===== config.mk =====
export PLATFORM = sky130hd
export DESIGN_NAME = multires_pwm
export DESIGN_NICKNAME = d
export VERILOG_FILES = /design/src/rtl/mrpwm_pkg.sv /design/src/rtl/mrpwm_period_timer.sv /design/src/rtl/mrpwm_duty_latch.sv /design/src/rtl/mrpwm_deadband.sv /design/src/rtl/multires_pwm.sv
export SDC_FILE = /design/constraint.sdc
export NUM_CORES = 1
export LEC_CHECK = 0
export CORE_MARGIN = 4
export CORE_UTILIZATION = 50
export DETAILED_ROUTE_END_ITERATION = 16
export PLACE_DENSITY = 0.7
export SYNTH_ARGS = -nofsm -noshare
export SYNTH_HDL_FRONTEND = slang
export SYNTH_SLANG_ARGS = --single-unit

===== constraint.sdc =====
create_clock -name clk -period 11.25 [get_ports clk]
set_input_delay 3.375 -clock clk [delete_from_list [all_inputs] [get_ports clk]]
set_output_delay 3.375 -clock clk [all_outputs]
set_load 0.03 [all_outputs]

===== src/rtl/mrpwm_pkg.sv =====
package mrpwm_pkg;

  // left-aligns a B-bit duty into the max_bits domain
  function automatic logic [15:0] norm_duty(input logic [15:0] duty,
                                            input logic [4:0]  bits,
                                            input logic [4:0]  max_bits);
    logic [15:0] mask;
    mask = (16'd1 << bits) - 16'd1;
    return (duty & mask) << (max_bits - bits);
  endfunction

  // normalised duty plus the centring offset max(1, 2^(max_bits-1-bits))
  function automatic logic [15:0] scale_duty(input logic [15:0] duty,
                                             input logic [4:0]  bits,
                                             input logic [4:0]  max_bits);
    logic [15:0] off;
    off = (bits + 5'd1 >= max_bits) ? 16'd1 : (16'd1 << (max_bits - 5'd1 - bits));
    return norm_duty(duty, bits, max_bits) + off;
  endfunction

endpackage


===== src/rtl/mrpwm_period_timer.sv =====
module mrpwm_period_timer #(
  parameter int PERIOD = 513,
  parameter int CNT_W  = 10
) (
  input  logic             clk,
  input  logic             rst_n,
  output logic [CNT_W-1:0] count,
  output logic             wrap,
  output logic             start,
  output logic             sync
);
  localparam logic [CNT_W-1:0] LAST = CNT_W'(PERIOD - 1);

  // reset to the last count so the first edge opens a period
  always_ff @(posedge clk or negedge rst_n) begin
    if (!rst_n) begin
      count <= LAST;
      sync  <= 1'b0;
    end else begin
      count <= wrap ? '0 : count + 1'b1;
      sync  <= sync ^ wrap;
    end
  end

  assign wrap  = (count == LAST);
  assign start = (count == '0);
endmodule


===== src/rtl/mrpwm_duty_latch.sv =====
module mrpwm_duty_latch
  import mrpwm_pkg::*;
#(
  parameter int MIN_BITS = 5,
  parameter int MAX_BITS = 9,
  parameter int RST_SEL  = 3,
  parameter int SEL_W    = 3,
  parameter int CNT_W    = 10
) (
  input  logic                clk,
  input  logic                rst_n,
  input  logic                load,
  input  logic [MAX_BITS-1:0] duty,
  input  logic [SEL_W-1:0]    sel,
  input  logic                inc,
  output logic [CNT_W-1:0]    cmp,
  output logic [MAX_BITS-1:0] norm
);
  localparam int NUM_RES = MAX_BITS - MIN_BITS + 1;

  logic [SEL_W-1:0] sel_q;
  logic [SEL_W-1:0] sel_eff;
  logic             sel_ok;
  logic [4:0]       bits_eff;
  logic [15:0]      scaled;
  logic [15:0]      normed;

  // out-of-range selects keep the held width
  assign sel_ok   = ({1'b0, sel} < (SEL_W + 1)'(NUM_RES));
  assign sel_eff  = sel_ok ? sel : sel_q;
  assign bits_eff = 5'(MIN_BITS) + 5'(sel_eff);
  assign scaled   = scale_duty(16'(duty), bits_eff, 5'(MAX_BITS)) + 16'(inc);
  assign normed   = norm_duty(16'(duty), bits_eff, 5'(MAX_BITS));

  always_ff @(posedge clk or negedge rst_n) begin
    if (!rst_n) begin
      sel_q <= SEL_W'(RST_SEL);
      cmp   <= '0;
      norm  <= '0;
    end else if (load) begin
      sel_q <= sel_eff;
      cmp   <= CNT_W'(scaled);
      norm  <= MAX_BITS'(normed);
    end
  end
endmodule


===== src/rtl/mrpwm_deadband.sv =====
module mrpwm_deadband #(
  parameter int DEAD = 6
) (
  input  logic clk,
  input  logic rst_n,
  input  logic raw,
  output logic hi,
  output logic lo
);
  logic lvl;

  always_ff @(posedge clk or negedge rst_n) begin
    if (!rst_n) lvl <= 1'b0;
    else        lvl <= raw;
  end

  generate
    if (DEAD == 0) begin : g_direct
      assign hi = lvl;
      assign lo = ~lvl;
    end else begin : g_gap
      localparam int SCW = $clog2(DEAD + 1);
      logic [SCW-1:0] run;
      logic           settled;

      // run counts edges since the level last changed, saturating
      always_ff @(posedge clk or negedge rst_n) begin
        if (!rst_n)                     run <= '0;
        else if (raw != lvl)            run <= '0;
        else if (run != SCW'(DEAD))     run <= run + 1'b1;
      end

      assign settled = (run == SCW'(DEAD));
      assign hi      = lvl & settled;
      assign lo      = ~lvl & settled;
    end
  endgenerate
endmodule


===== src/rtl/multires_pwm.sv =====
module multires_pwm
  import mrpwm_pkg::*;
#(
  parameter  int MIN_BITS = 5,
  parameter  int MAX_BITS = 9,
  parameter  int DEAD     = 6,
  parameter  int RST_SEL  = 3,
  parameter  int MSB_OUT  = 5,
  localparam int NUM_RES  = MAX_BITS - MIN_BITS + 1,
  localparam int SEL_W    = $clog2(NUM_RES)
) (
  input  logic                clk,
  input  logic                rst_n,
  input  logic [MAX_BITS-1:0] duty_in,
  input  logic [SEL_W-1:0]    width_sel,
  input  logic                duty_inc,
  output logic                pwm_hi,
  output logic                pwm_lo,
  output logic                sync_clk,
  output logic                period_start,
  output logic [MSB_OUT-1:0]  duty_msb
);
  localparam int PERIOD = (1 << MAX_BITS) + 1;
  localparam int CNT_W  = $clog2(PERIOD + 1);

  logic [CNT_W-1:0]    count;
  logic                wrap;
  logic [CNT_W-1:0]    cmp_q;
  logic [MAX_BITS-1:0] norm_q;
  logic                raw_lvl;

  mrpwm_period_timer #(.PERIOD(PERIOD), .CNT_W(CNT_W)) u_timer (
    .clk   (clk),
    .rst_n (rst_n),
    .count (count),
    .wrap  (wrap),
    .start (period_start),
    .sync  (sync_clk)
  );

  mrpwm_duty_latch #(
    .MIN_BITS (MIN_BITS),
    .MAX_BITS (MAX_BITS),
    .RST_SEL  (RST_SEL),
    .SEL_W    (SEL_W),
    .CNT_W    (CNT_W)
  ) u_latch (
    .clk   (clk),
    .rst_n (rst_n),
    .load  (wrap),
    .duty  (duty_in),
    .sel   (width_sel),
    .inc   (duty_inc),
    .cmp   (cmp_q),
    .norm  (norm_q)
  );

  assign raw_lvl = (count < cmp_q);

  mrpwm_deadband #(.DEAD(DEAD)) u_dead (
    .clk   (clk),
    .rst_n (rst_n),
    .raw   (raw_lvl),
    .hi    (pwm_hi),
    .lo    (pwm_lo)
  );

  assign duty_msb = norm_q[MAX_BITS-1 -: MSB_OUT];
endmodule


Yosys cells after proc, flatten, opt, wreduce, memory -nomap -nowiden
Index checks and enable logic that the tools add are counted.
{ "classes": {"n_eq_ne": 4, "bitwise": 5, "magnitude_cmp": 3, "n_reduce_logical": 2, "n_mux": 5, "n_shift": 3, "addsub": 9} }
{ "ops": {"columns": ["cell", "n"], "rows": [
  ["$mux W10", 2],
  ["$and A9 B16 Y16", 1],
  ["$shl A1 B5 Y16 const A", 1],
  ["$shl A16 B5 Y10", 1],
  ["$sub A16 B1 Y16 const B", 1],
  ["$add A10 B1 Y10", 1],
  ["$add A10 B1 Y10 const B", 1],
  ["$add A10 B10 Y10", 1],
  ["$eq A10 B10 Y1 const B", 1],
  ["$logic_not A10 Y1", 1],
  ["$lt A10 B10 Y1", 1],
  ["$shl A1 B5 Y10 const A", 1],
  ["$sub A4 B5 Y5 const A", 2],
  ["$mux W3", 3],
  ["$add A5 B1 Y5 const B", 1],
  ["$ge A5 B4 Y1 const B", 1],
  ["$add A3 B3 Y4 const A", 1],
  ["$add A3 B1 Y3 const B", 1],
  ["$eq A3 B3 Y1 const B", 1],
  ["$lt A3 B3 Y1 const B", 1],
  ["$ne A3 B3 Y1 const B", 1],
  ["$and A1 B1 Y1", 2],
  ["$reduce_bool A2 Y1", 1],
  ["$ne A1 B1 Y1", 1],
  ["other kinds (2)", 2]
]} }
{ "totals": {"register_bits": 37} }

Depth between registers and ports, before layout
Gate-level depths: netlist of the first run.
{ "depth": {"ltp_word": 9, "depth_mapped": 24} }

By module
A second synthesis of the first run with hierarchy kept.
{ "unflattened": {"cells_unflattened": 362, "hier_area_um2": 3270.6} }
{ "by_module_without_submodules": {"columns": ["mod", "area_per_inst_um2", "n_inst", "cells_per_inst"], "rows": [
  ["mrpwm_duty_latch", 2264.7, 1, 262],
  ["mrpwm_period_timer", 553.0, 1, 49],
  ["multires_pwm", 235.2, 1, 32],
  ["mrpwm_deadband", 217.7, 1, 19]
]} }

Least setup slack after synthesis of the first run
Ideal clock, no wire load.
{ "synth_path": {"path_type": "in2reg", "from": "in width_sel[2]", "to": "reg u_latch.cmp[8]", "arrival_ps": 7715, "stages": 22, "path_slack_ps": 3400, "setup_ps": 135, "required_time_ps": 11115, "path_cell_list": "buf_2 nor2b_1 nor2_1 buf_2 ha_1 clkbuf_1 inv_2 clkbuf_1 ha_1 a21boi_1 a31oi_4 nor4_1 fa_1 inv_1 fa_1 nor2b_1 o21ai_0 a21boi_0 o21ai_0 a31oi_1 mux2i_1 o311ai_1"} }
{ "synth_between": {"elab_chain_cells": 9, "word_cells_on_any_way": 15, "classes_between": "add/sub (7); order compare (2); shift (3); mux (2); bitwise (1)"} }
{ "synth_rtl": {"columns": ["element", "line_no", "text"], "rows": [
  ["from (decl)", "multires_pwm.sv:15", "input logic [SEL_W-1:0] width_sel,"],
  ["$lt A3 B3 Y1 (*)", "mrpwm_duty_latch.sv:29", "assign sel_ok = ({1'b0, sel} < (SEL_W + 1)'(NUM_RES));"],
  ["$mux W3 (*)", "mrpwm_duty_latch.sv:30", "assign sel_eff = sel_ok ? sel : sel_q;"],
  ["via u_latch.sel_eff[0]", "mrpwm_duty_latch.sv:22", "logic [SEL_W-1:0] sel_eff;"],
  ["$add A3 B3 Y4 (*)", "mrpwm_duty_latch.sv:31", "assign bits_eff = 5'(MIN_BITS) + 5'(sel_eff);"],
  ["$shl A1 B5 Y16", "mrpwm_pkg.sv:8", "mask = (16'd1 << bits) - 16'd1;"],
  ["$sub A16 B1 Y16", "mrpwm_pkg.sv:8", null],
  ["$and A9 B16 Y16", "mrpwm_pkg.sv:9", "return (duty & mask) << (max_bits - bits);"],
  ["$shl A16 B5 Y10", "mrpwm_pkg.sv:9", null],
  ["$add A10 B10 Y10 (*)", "mrpwm_pkg.sv:18", "return norm_duty(duty, bits, max_bits) + off;"],
  ["$add A10 B1 Y10 (*)", "mrpwm_duty_latch.sv:32", "assign scaled = scale_duty(16'(duty), bits_eff, 5'(MAX_BITS)) + 16'(inc);"],
  ["to (signal assigned)", "mrpwm_duty_latch.sv:42", "cmp <= CNT_W'(scaled);"],
  ["to (decl)", "mrpwm_duty_latch.sv:16", "output logic [CNT_W-1:0] cmp,"]
]} }
The timed path passes the listed nets; every way through them passes the cells marked *.
A chain may end at the register's enable or synchronous reset.

Worst setup path in the final report of the first run
{ "layout_path": {"from": "in width_sel[2]", "to": "reg u_latch.cmp[9]"} }
{ "layout_between": {"elab_chain_cells": 9, "word_cells_on_any_way": 15, "classes_between": "add/sub (7); order compare (2); shift (3); mux (2); bitwise (1)"} }
{ "layout_rtl": {"columns": ["element", "line_no", "text"], "rows": [
  ["$lt A3 B3 Y1", "mrpwm_duty_latch.sv:29", null],
  ["$mux W3 (*)", "mrpwm_duty_latch.sv:30", null],
  ["$add A3 B3 Y4 (*)", "mrpwm_duty_latch.sv:31", null],
  ["$shl A1 B5 Y16", null, null],
  ["$sub A16 B1 Y16", null, null],
  ["$and A9 B16 Y16", null, null],
  ["$shl A16 B5 Y10 (*)", "mrpwm_pkg.sv:9", null],
  ["via u_latch.normed[7]", "mrpwm_duty_latch.sv:26", "logic [15:0] normed;"],
  ["$add A10 B10 Y10 (*)", "mrpwm_pkg.sv:18", null],
  ["$add A10 B1 Y10 (*)", "mrpwm_duty_latch.sv:32", null]
]} }
Marks and branches as above.

==> results.toml, run 1 <==
[logic_synthesis]
yosys-top-cells-count = "nand2_1 (51), dfrtp_1 (30), ha_1 (30)"
mappedNetlistArea_sq_um = 2880
synth_top_family_by_area = "simple AND/OR/NAND/NOR gates"
synth.distinct_cells = 60
synth_top_flop_cell = "dfrtp_1"
avg_inst_size_synth_sq_um = 8.51
synth.mux.area_fraction = 0.0496
synthDominantAreaCellType = "dfrtp_1"
postSynthCellCount = 338
yosys.area.top_type_share = 0.261
synth-seq-area-share = 0.288
yosys_synthesis_warning_count = 0
synthArstFlopShare = 1.00
synth.area.top_cells = "dfrtp_1 (26%), ha_1 (13%), nand2_1 (6.7%), inv_1 (3.1%), xnor2_1 (3.0%)"
simple_logic_cell_fraction_of_the_synthesized_area = 0.220
synth_most_common_cell = "nand2_1"
synth-compound-area-share = 0.194
synth_enable_flop_cells = 0
synth_adder_area_share = 0.144
synth-xor-area-share = 0.0487
synth-seq-cells = 33

[timing]
period_share = 0.810
clock-skew-final_ps = 8.40
max_clock_freq_mhz = 110
setup_slack_ps = 2140
worst_slew_pin_slew_ps = 1170
final_count_of_hold_timing_violations = 0
max_slew_margin = 0.219
rsz0062_at_grt = "false"
holdWs_ps = 469
totalNegativeSetupSlack_ps = 0
setup_viol = 0
layout_min_cycle_time_ps = 9110
maxSlewViolCount = 0

[clock_network]
cts_sink_count = 33
clk_path_buf_depth = 2
insertion_delay_ps = 290
tritoncts_clock_tree = "yes"
clk_pin_slew_ps = 80
post_cts_buffers = 0
cts_resized = 0
cts_hold_fix_bufs = 0
tritoncts.num_buffers = 5
clock-root-buffer = "clkbuf_8"
clock_tree.htree_level_count = 2

[min_path]
type_of_the_tightest_min_delay_check = "register to register"

[global_routing]
largest_net_degree_at_the_start_of_global_routing = 34
grt_remaining_overflow = 0
antenna_found_initial = 0
groute.usage.overall = 0.182
grt_first_pass_wirelength_um = 10600
first_global_vias = 2287

[finish]
antennaDiodeCount = 0
layout.cell_area.non_filler_sq_um = 3280
area_delta_synth_final_pct = 14.1
drive_gt1_frac = 0.0744
final_net_count = 409

[placed_design]
place.detailed.hpwl_um = 4830
place_worst_setup_slack_ps = 1960
io_buffer_count = 23
placement.cell_area_sq_um = 3170
gpl.final_weighted_congestion = 0.854

[detailed_routing]
number_of_detailed_routing_iterations_run_before_antenna_repair = 4
route.antenna.remaining_nets = 0
drt_drc_violations_left = 0
drt_wl_total_um = 6160
detail_route.vias_per_cell = 5.61
route.vias.total = 2440
drt_iter0_drc = 101
drt-wirelength-per-cell_um = 14.2

[setup_path]
timing.critical_path.arrival_ps = 9230
crit_path_max_fanout = 16
timing_worst_setup_path_type = "primary input to register"
critPathRequiredTime_ps = 11370
critPathLaunchType = "primary input"
critical-path-slowest-cell = "nor2_1"
critical_path.max_stage_delay_ps = 880
crit_chain = "clkdlybuf4s50_1, nor2b_1, nor2_1, ha_1, nor2b_1, a32oi_2, inv_2, ha_1, or3_1, a31o_1, o31ai_1, nor2_1, o311ai_1, a21oi_1, ha_1, or3_1, o211ai_1, a2111oi_0, a221oi_1, o311ai_1"
setup.worst_path.end_class = "register"
reg_to_reg_setup_timing_slack_ps = 5400
path_common_cell = "ha_1"

[die]
core_area_sq_um = 5540
die_w_um = 83.9
fp.dieArea_sq_um = 7030
io_pins = 24
vertical_die_dimension_um = 83.9
initial_core_util = 0.519
placementRows = 27

[job]
drv.max_cap_violation_count = 0

[run_status]
run_status = "complete, no violations"

[power_and_ir_drop]
finalPower_mw = 0.335
vdd_drop_max_v = 0.0000741
total_power_density_per_cell_area_nw_per_um2 = 102
standby_leakage_power_nw = 1.53
==> where the power goes <==
part	switching (mW)	total [mW]	internal, mW	leakage [nW]
clock	0.0475	0.114	0.0663	0.0543
sequential	0.00218	0.125	0.123	0.353
combinational	0.0570	0.0966	0.0396	1.13
==> metrics by stage <==
stage | utilization | cells
global route | 0.592 | 435
detailed placement | 0.572 | 427
CTS | 0.592 | 435
finish | 0.592 | 435
floorplan | - | 342
global placement | 0.572 | 427
==> per-layer routing <==
metal / wire length, um / part of all wire / GRT usage / vias to the layer above
li1: - / - / - / 1247
met1: 2770 / 0.45 / 0.228 / 1127
met2: 2970 / 0.48 / 0.305 / 50
met3: 230 / 0.037 / 0.0296 / 16
met4: 184 / 0.030 / 0.0804 / 0
met5: 0 / 0 / 0 / -
==> worst max-delay path: cells and delay by family <==
family          cells  cell delay (ps)
buf+inv             2              680
fa+ha+maj           3             1080
compound gates      9             2020
simple gates        6             2050
==> cells in the final DEF, fill, tap and decap left out, drive strengths merged, types with 6 or more instances in the layout <==
| cell | synthesis | final |
|---|---|---|
| nor2 | 19 | 19 |
| xor2 | 6 | 6 |
| mux2i | 6 | 6 |
| inv | 27 | 27 |
| clkdlybuf4s50 | 0 | 23 |
| xnor2 | 10 | 10 |
| and2 | 8 | 8 |
| dfrtp | 30 | 30 |
| nor3 | 6 | 6 |
| nand3 | 10 | 10 |
| o21ai | 27 | 27 |
| a21oi | 12 | 12 |
| nand2 | 51 | 51 |
| o211ai | 6 | 6 |
| ha | 30 | 30 |
==> state kept, by name, summed over array words and instances, names as in the netlist <==
| signal | flops |
|---|---|
| u_timer.sync | 1 |
| u_latch.sel_q | 3 |
| u_latch.norm | 5 |
| u_dead.g_gap.run | 3 |
| u_timer.count | 10 |
| u_dead.lvl | 1 |
| u_latch.cmp | 10 |
==> worst paths after layout <==
check,from,end,cells past startpoint
hold reg to reg,u_latch.norm[4]$_DFFE_PN0N_,u_latch.norm[4]$_DFFE_PN0N_,2
max in group asynchronous,rst_n,u_timer.count[9]$_DFF_PN1_,2
setup / recovery,width_sel[2],u_latch.cmp[9]$_DFFE_PN0N_,20
min in group asynchronous,rst_n,u_timer.count[8]$_DFF_PN0_,2
hold / removal,u_latch.norm[4]$_DFFE_PN0N_,u_latch.norm[4]$_DFFE_PN0N_,2
setup reg to reg,u_latch.sel_q[0]$_DFFE_PN1N_,u_latch.cmp[9]$_DFFE_PN0N_,19
==> logic make-up (layout without fill, tap and decap cells) <==
logic type	after synthesis	in the layout
AOI/OAI and AO/OA	81	81
xor gates and xnor gates	16	16
adders and majority gates	32	32
buffers and inverters	38	59
DFF	33	33
muxes	11	11
other	1	5
and+or+nand+nor	126	126
==> layout make-up <==
type	instances	area [sq um]
inverter	27	101
clock inverter	3	46.3
sequential	33	830
timing repair buffer	24	238
tap	72	90.1
clock buffer	5	68.8
fill	510	2260
multi-input combinational	271	1910
Note: power is estimated with default switching activity, not from simulation.
==> inputs of run 2 (changes only) <==
Clock period 11.25 ns to 9.1 ns, I/O delays scaled along.
==> results.toml, run 2 (synthesis gave the netlist of run 1 again) <==
[die]
io_pins = 24
initial_core_util = 0.519
placementRows = 27
fp.dieArea_sq_um = 7030
vertical_die_dimension_um = 83.9
die_w_um = 83.9
core_area_sq_um = 5540

[placed_design]
io_buffer_count = 23
place_worst_setup_slack_ps = 980
number_of_cells_after_detailed_placement = 428
placement.cell_area_sq_um = 3170
gpl.final_weighted_congestion = 0.891
place.detailed.hpwl_um = 4810

[detailed_routing]
route.antenna.remaining_nets = 0
drt_wl_total_um = 6330
drt-wirelength-per-cell_um = 14.5
number_of_detailed_routing_iterations_run_before_antenna_repair = 5
drt_drc_violations_left = 0
route.vias.total = 2427
detail_route.vias_per_cell = 5.57
drt_iter0_drc = 121

[timing]
max_slew_margin = 0.213
max_clock_freq_mhz = 125
worst_slew_pin_slew_ps = 1180
setup_slack_ps = 1130
period_share = 0.876
maxSlewViolCount = 0
rsz0062_at_grt = "false"
holdWs_ps = 467
totalNegativeSetupSlack_ps = 0
layout_min_cycle_time_ps = 7970
setup_viol = 0
clock-skew-final_ps = 1.63
final_count_of_hold_timing_violations = 0

[min_path]
type_of_the_tightest_min_delay_check = "register to register"
worstHoldPathCells = 1

[global_routing]
grt_remaining_overflow = 0
use_met3 = 0.0306
grt_util_met1 = 0.240
antenna_found_initial = 0
grt_first_pass_wirelength_um = 11000
groute.usage.overall = 0.190
top_usage_layer = "met2"
grtUsageMet2 = 0.324
first_global_vias = 2391
largest_net_degree_at_the_start_of_global_routing = 34

[power_and_ir_drop]
standby_leakage_power_nw = 1.54
total_power_density_per_cell_area_nw_per_um2 = 121
finalPower_mw = 0.398
vdd_drop_max_v = 0.0000555

[setup_path]
critical-path-slowest-cell = "clkdlybuf4s50_1"
critPathRequiredTime_ps = 9220
reg2regPathDepth = 23
crit_path_max_fanout = 12
setup.worst_path.end_class = "register"
crit_chain = "clkdlybuf4s50_1, inv_1, o21ai_0, inv_1, ha_1, a32oi_2, inv_2, ha_1, or3_1, a31o_1, or3_1, nand3_1, o211ai_1, a22oi_1, nor2_1, ha_1, o21ai_0, a21o_1, o21ai_0, o211ai_1, a2111oi_0, a221oi_1, o311ai_1"
timing.critical_path.arrival_ps = 8090
timing_worst_setup_path_type = "primary input to register"
critPathLaunchType = "primary input"
critical_path.max_stage_delay_ps = 670

[finish]
filler_cell_count = 551
final_core_utilization = 0.591
area_delta_synth_final_pct = 13.9
stdcell_count = 436
layout.cell_area.non_filler_sq_um = 3280
antennaDiodeCount = 0
final_net_count = 410
biggest_regs = "u_latch.cmp (10), u_timer.count (10), u_latch.norm (5)"
layout_common_cells = "nand2_1 (51), ha_1 (30), dfrtp_1 (30), inv_1 (24), clkdlybuf4s50_1 (23)"
drive_gt1_frac = 0.0769
commonest_non_fill_non_tap_cell_in_the_layout = "nand2_1"

[clock_network]
insertion_delay_ps = 290
post_cts_buffers = 0
clock-root-buffer = "clkbuf_8"
clock_tree.htree_level_count = 2
cts_resized = 0
tritoncts_clock_tree = "yes"
clk_pin_slew_ps = 70
cts_sink_count = 33
clk_path_buf_depth = 2
cts_hold_fix_bufs = 0
tritoncts.num_buffers = 5

[job]
drv.max_cap_violation_count = 0

[run_status]
run_status = "complete, no violations"
[run 2: changes by cell type in the layout (fill, tap and decap cells not counted), sizes merged]
cell,delta
clkbuf,+2
buf,+1
bufinv,-1
clkinvlp,-1
[run 2: critical path, delay by kind of cell]
family,cells,cell delay [ps]
and+or+nand+nor,4,920
adders and majority gates,3,920
buffers and inverters,4,1020
AOI/OAI and AO/OA,12,2500
[run 2: final timing paths]
kind,end,startpoint,slack (ps)
setup / recovery,u_latch.cmp[9]$_DFFE_PN0N_,width_sel[2],1130
hold / removal,u_timer.sync$_DFF_PN0_,u_timer.sync$_DFF_PN0_,470
setup reg to reg,u_latch.cmp[9]$_DFFE_PN0N_,u_latch.sel_q[0]$_DFFE_PN1N_,3910
hold reg to reg,u_timer.sync$_DFF_PN0_,u_timer.sync$_DFF_PN0_,470
max in group asynchronous,u_timer.count[9]$_DFF_PN1_,rst_n,5920
min in group asynchronous,u_timer.count[0]$_DFF_PN0_,rst_n,2850
[run 2: area by class of cell]
class                           count  area (sq um)  share of cell area
Clock inverter                      1          5.00             0.00153
Sequential cell                    33           830               0.253
Inverter                           27           101              0.0309
Tap cell                           72          90.1              0.0275
Multi-Input combinational cell    271          1910               0.583
Timing Repair Buffer               25           245              0.0749
Clock buffer                        7          96.3              0.0294
[run 2: power breakdown]
part	internal (mW)	switching, mW	leakage (nW)
Sequential	0.152	0.00265	0.353
Combinational	0.0494	0.0708	1.13
Clock	0.0683	0.0548	0.0542
Total	0.269	0.128	1.54
[run 2: layer usage]
layer	routed length [um]	vias to the layer above
met5	0	-
met4	145	0
met3	167	13
met2	3080	38
met1	2940	1131
li1	-	1245
==> inputs of run 3 (changes only) <==
Settings changed: PLACE_DENSITY 0.7 to 0.82, REMOVE_ABC_BUFFERS from default to 1.
==> results.toml, run 3 (synthesis gave the netlist of run 1 again) <==
[run_status]
run_status = "complete, no violations"

[finish]
final_net_count = 410
final_core_utilization = 0.588
filler_cell_count = 482
layout_common_cells = "nand2_1 (51), ha_1 (30), dfrtp_1 (30), inv_1 (24), clkdlybuf4s50_1 (23)"
layout.cell_area.non_filler_sq_um = 3260
antennaDiodeCount = 0
drive_gt1_frac = 0.0742
stdcell_count = 436
commonest_non_fill_non_tap_cell_in_the_layout = "nand2_1"
area_delta_synth_final_pct = 13.2
biggest_regs = "u_latch.cmp (10), u_timer.count (10), u_latch.norm (5)"

[timing]
max_clock_freq_mhz = 127
maxSlewViolCount = 0
max_slew_margin = 0.257
holdWs_ps = 479
rsz0062_at_grt = "false"
setup_viol = 0
totalNegativeSetupSlack_ps = 0
setup_slack_ps = 1250
clock-skew-final_ps = 4.42
worst_slew_pin_slew_ps = 1110
period_share = 0.863
layout_min_cycle_time_ps = 7850
final_count_of_hold_timing_violations = 0

[clock_network]
tritoncts.num_buffers = 5
insertion_delay_ps = 290
clock-root-buffer = "clkbuf_8"
cts_hold_fix_bufs = 0
post_cts_buffers = 0
clk_pin_slew_ps = 70
clock_tree.htree_level_count = 2
clk_path_buf_depth = 2
cts_sink_count = 33
cts_resized = 0
tritoncts_clock_tree = "yes"

[setup_path]
critical_path.top_delay_family = "compound AO/OA/AOI/OAI gates"
crit_chain = "clkdlybuf4s50_1, inv_1, o21ai_0, inv_1, ha_1, a32oi_2, inv_2, ha_1, or3_1, a31o_1, o31ai_1, nor2_1, o311ai_1, a21oi_1, ha_1, or3_1, o211ai_1, a2111oi_0, a221oi_1, o311ai_1"
critical-path-slowest-cell = "clkdlybuf4s50_1"
path_common_cell = "ha_1"
path_depth = 20
crit_end = "u_latch.cmp[9]$_DFFE_PN0N_"
setup.worst_path.end_class = "register"
critPathRequiredTime_ps = 9220
reg2regPathDepth = 20
crit_path_max_fanout = 12
worstReg2RegStart = "u_latch.sel_q[0]$_DFFE_PN1N_"
total_buffers_and_inverters_traversed_by_the_critical_path = 4
beginning_of_the_critical_path = "width_sel[2]"
critical_path.max_stage_delay_ps = 650
timing.critical_path.arrival_ps = 7980
crit-reg2reg-capture = "u_latch.cmp[9]$_DFFE_PN0N_"
timing_worst_setup_path_type = "primary input to register"
reg_to_reg_setup_timing_slack_ps = 3980
critPathLaunchType = "primary input"

[detailed_routing]
drt_iter0_drc = 115
number_of_detailed_routing_iterations_run_before_antenna_repair = 4
route.antenna.remaining_nets = 0
drt_wl_total_um = 6160
drt_drc_violations_left = 0
detail_route.vias_per_cell = 5.68
drt-wirelength-per-cell_um = 14.1
route.vias.total = 2478

[power_and_ir_drop]
total_power_density_per_cell_area_nw_per_um2 = 116
standby_leakage_power_nw = 1.53
vdd_drop_max_v = 0.0000693
finalPower_mw = 0.379

[global_routing]
first_global_vias = 2351
groute.usage.overall = 0.183
grt_remaining_overflow = 0
largest_net_degree_at_the_start_of_global_routing = 34
grt_util_met1 = 0.230
top_usage_layer = "met2"
use_met3 = 0.0365
grtUsageMet2 = 0.309
antenna_found_initial = 0
grt_first_pass_wirelength_um = 10700

[min_path]
type_of_the_tightest_min_delay_check = "register to register"
hold_start = "u_latch.cmp[0]$_DFFE_PN0N_"

[placed_design]
placement.cell_area_sq_um = 3170
io_buffer_count = 23
place.detailed.hpwl_um = 4770
gpl.final_weighted_congestion = 0.901
number_of_cells_after_detailed_placement = 428
place_worst_setup_slack_ps = 1030

[die]
die_w_um = 83.9
initial_core_util = 0.519
core_area_sq_um = 5540
fp.dieArea_sq_um = 7030
io_pins = 24
vertical_die_dimension_um = 83.9
placementRows = 27

[job]
drv.max_cap_violation_count = 0
-- run 3: cell types whose count changed in the layout (fill, tap and decap cells not counted), sizes merged --
cell	delta
clkinv	+1
clkbuf	-1
-- run 3: per-layer routing --
metal / part of all wire / up-vias
met5: 0 / -
met4: 0.017 / 0
met3: 0.045 / 12
met2: 0.49 / 58
met1: 0.45 / 1161
li1: - / 1247
-- run 3: worst min-delay path, cell delays in order, from the launching register on --
cell and delay [ps]:
dfrtp_1 350, nand2_1 50, nand2_1 50
-- run 3: cell type report --
class / count / area (sq um) / share of cell area
Multi-Input combinational cell: 271 / 1910 / 0.586
Sequential cell: 33 / 830 / 0.255
Tap cell: 72 / 90.1 / 0.0277
Inverter: 27 / 101 / 0.0311
Clock buffer: 6 / 72.6 / 0.0223
Clock inverter: 2 / 10.0 / 0.00307
Timing Repair Buffer: 25 / 245 / 0.0753
-- run 3: power breakdown --
group	leakage, nW	switching, mW	total (mW)	internal, mW
logic	1.13	0.0692	0.119	0.0494
registers	0.353	0.00277	0.155	0.152
clock network	0.0450	0.0527	0.106	0.0529
total	1.53	0.125	0.379	0.254
-- run 3: how the worst min path moves through the flow --
stage	endpoint	slack, ps	cells after the start
after CTS	u_timer.sync$_DFF_PN0_	480	1
after floorplan	u_latch.cmp[0]$_DFFE_PN0N_	440	2
after detailed placement	u_timer.sync$_DFF_PN0_	470	1
after global placement	u_latch.cmp[0]$_DFFE_PN0N_	460	2
after global routing	u_timer.sync$_DFF_PN0_	490	1
final	u_latch.cmp[0]$_DFFE_PN0N_	480	2
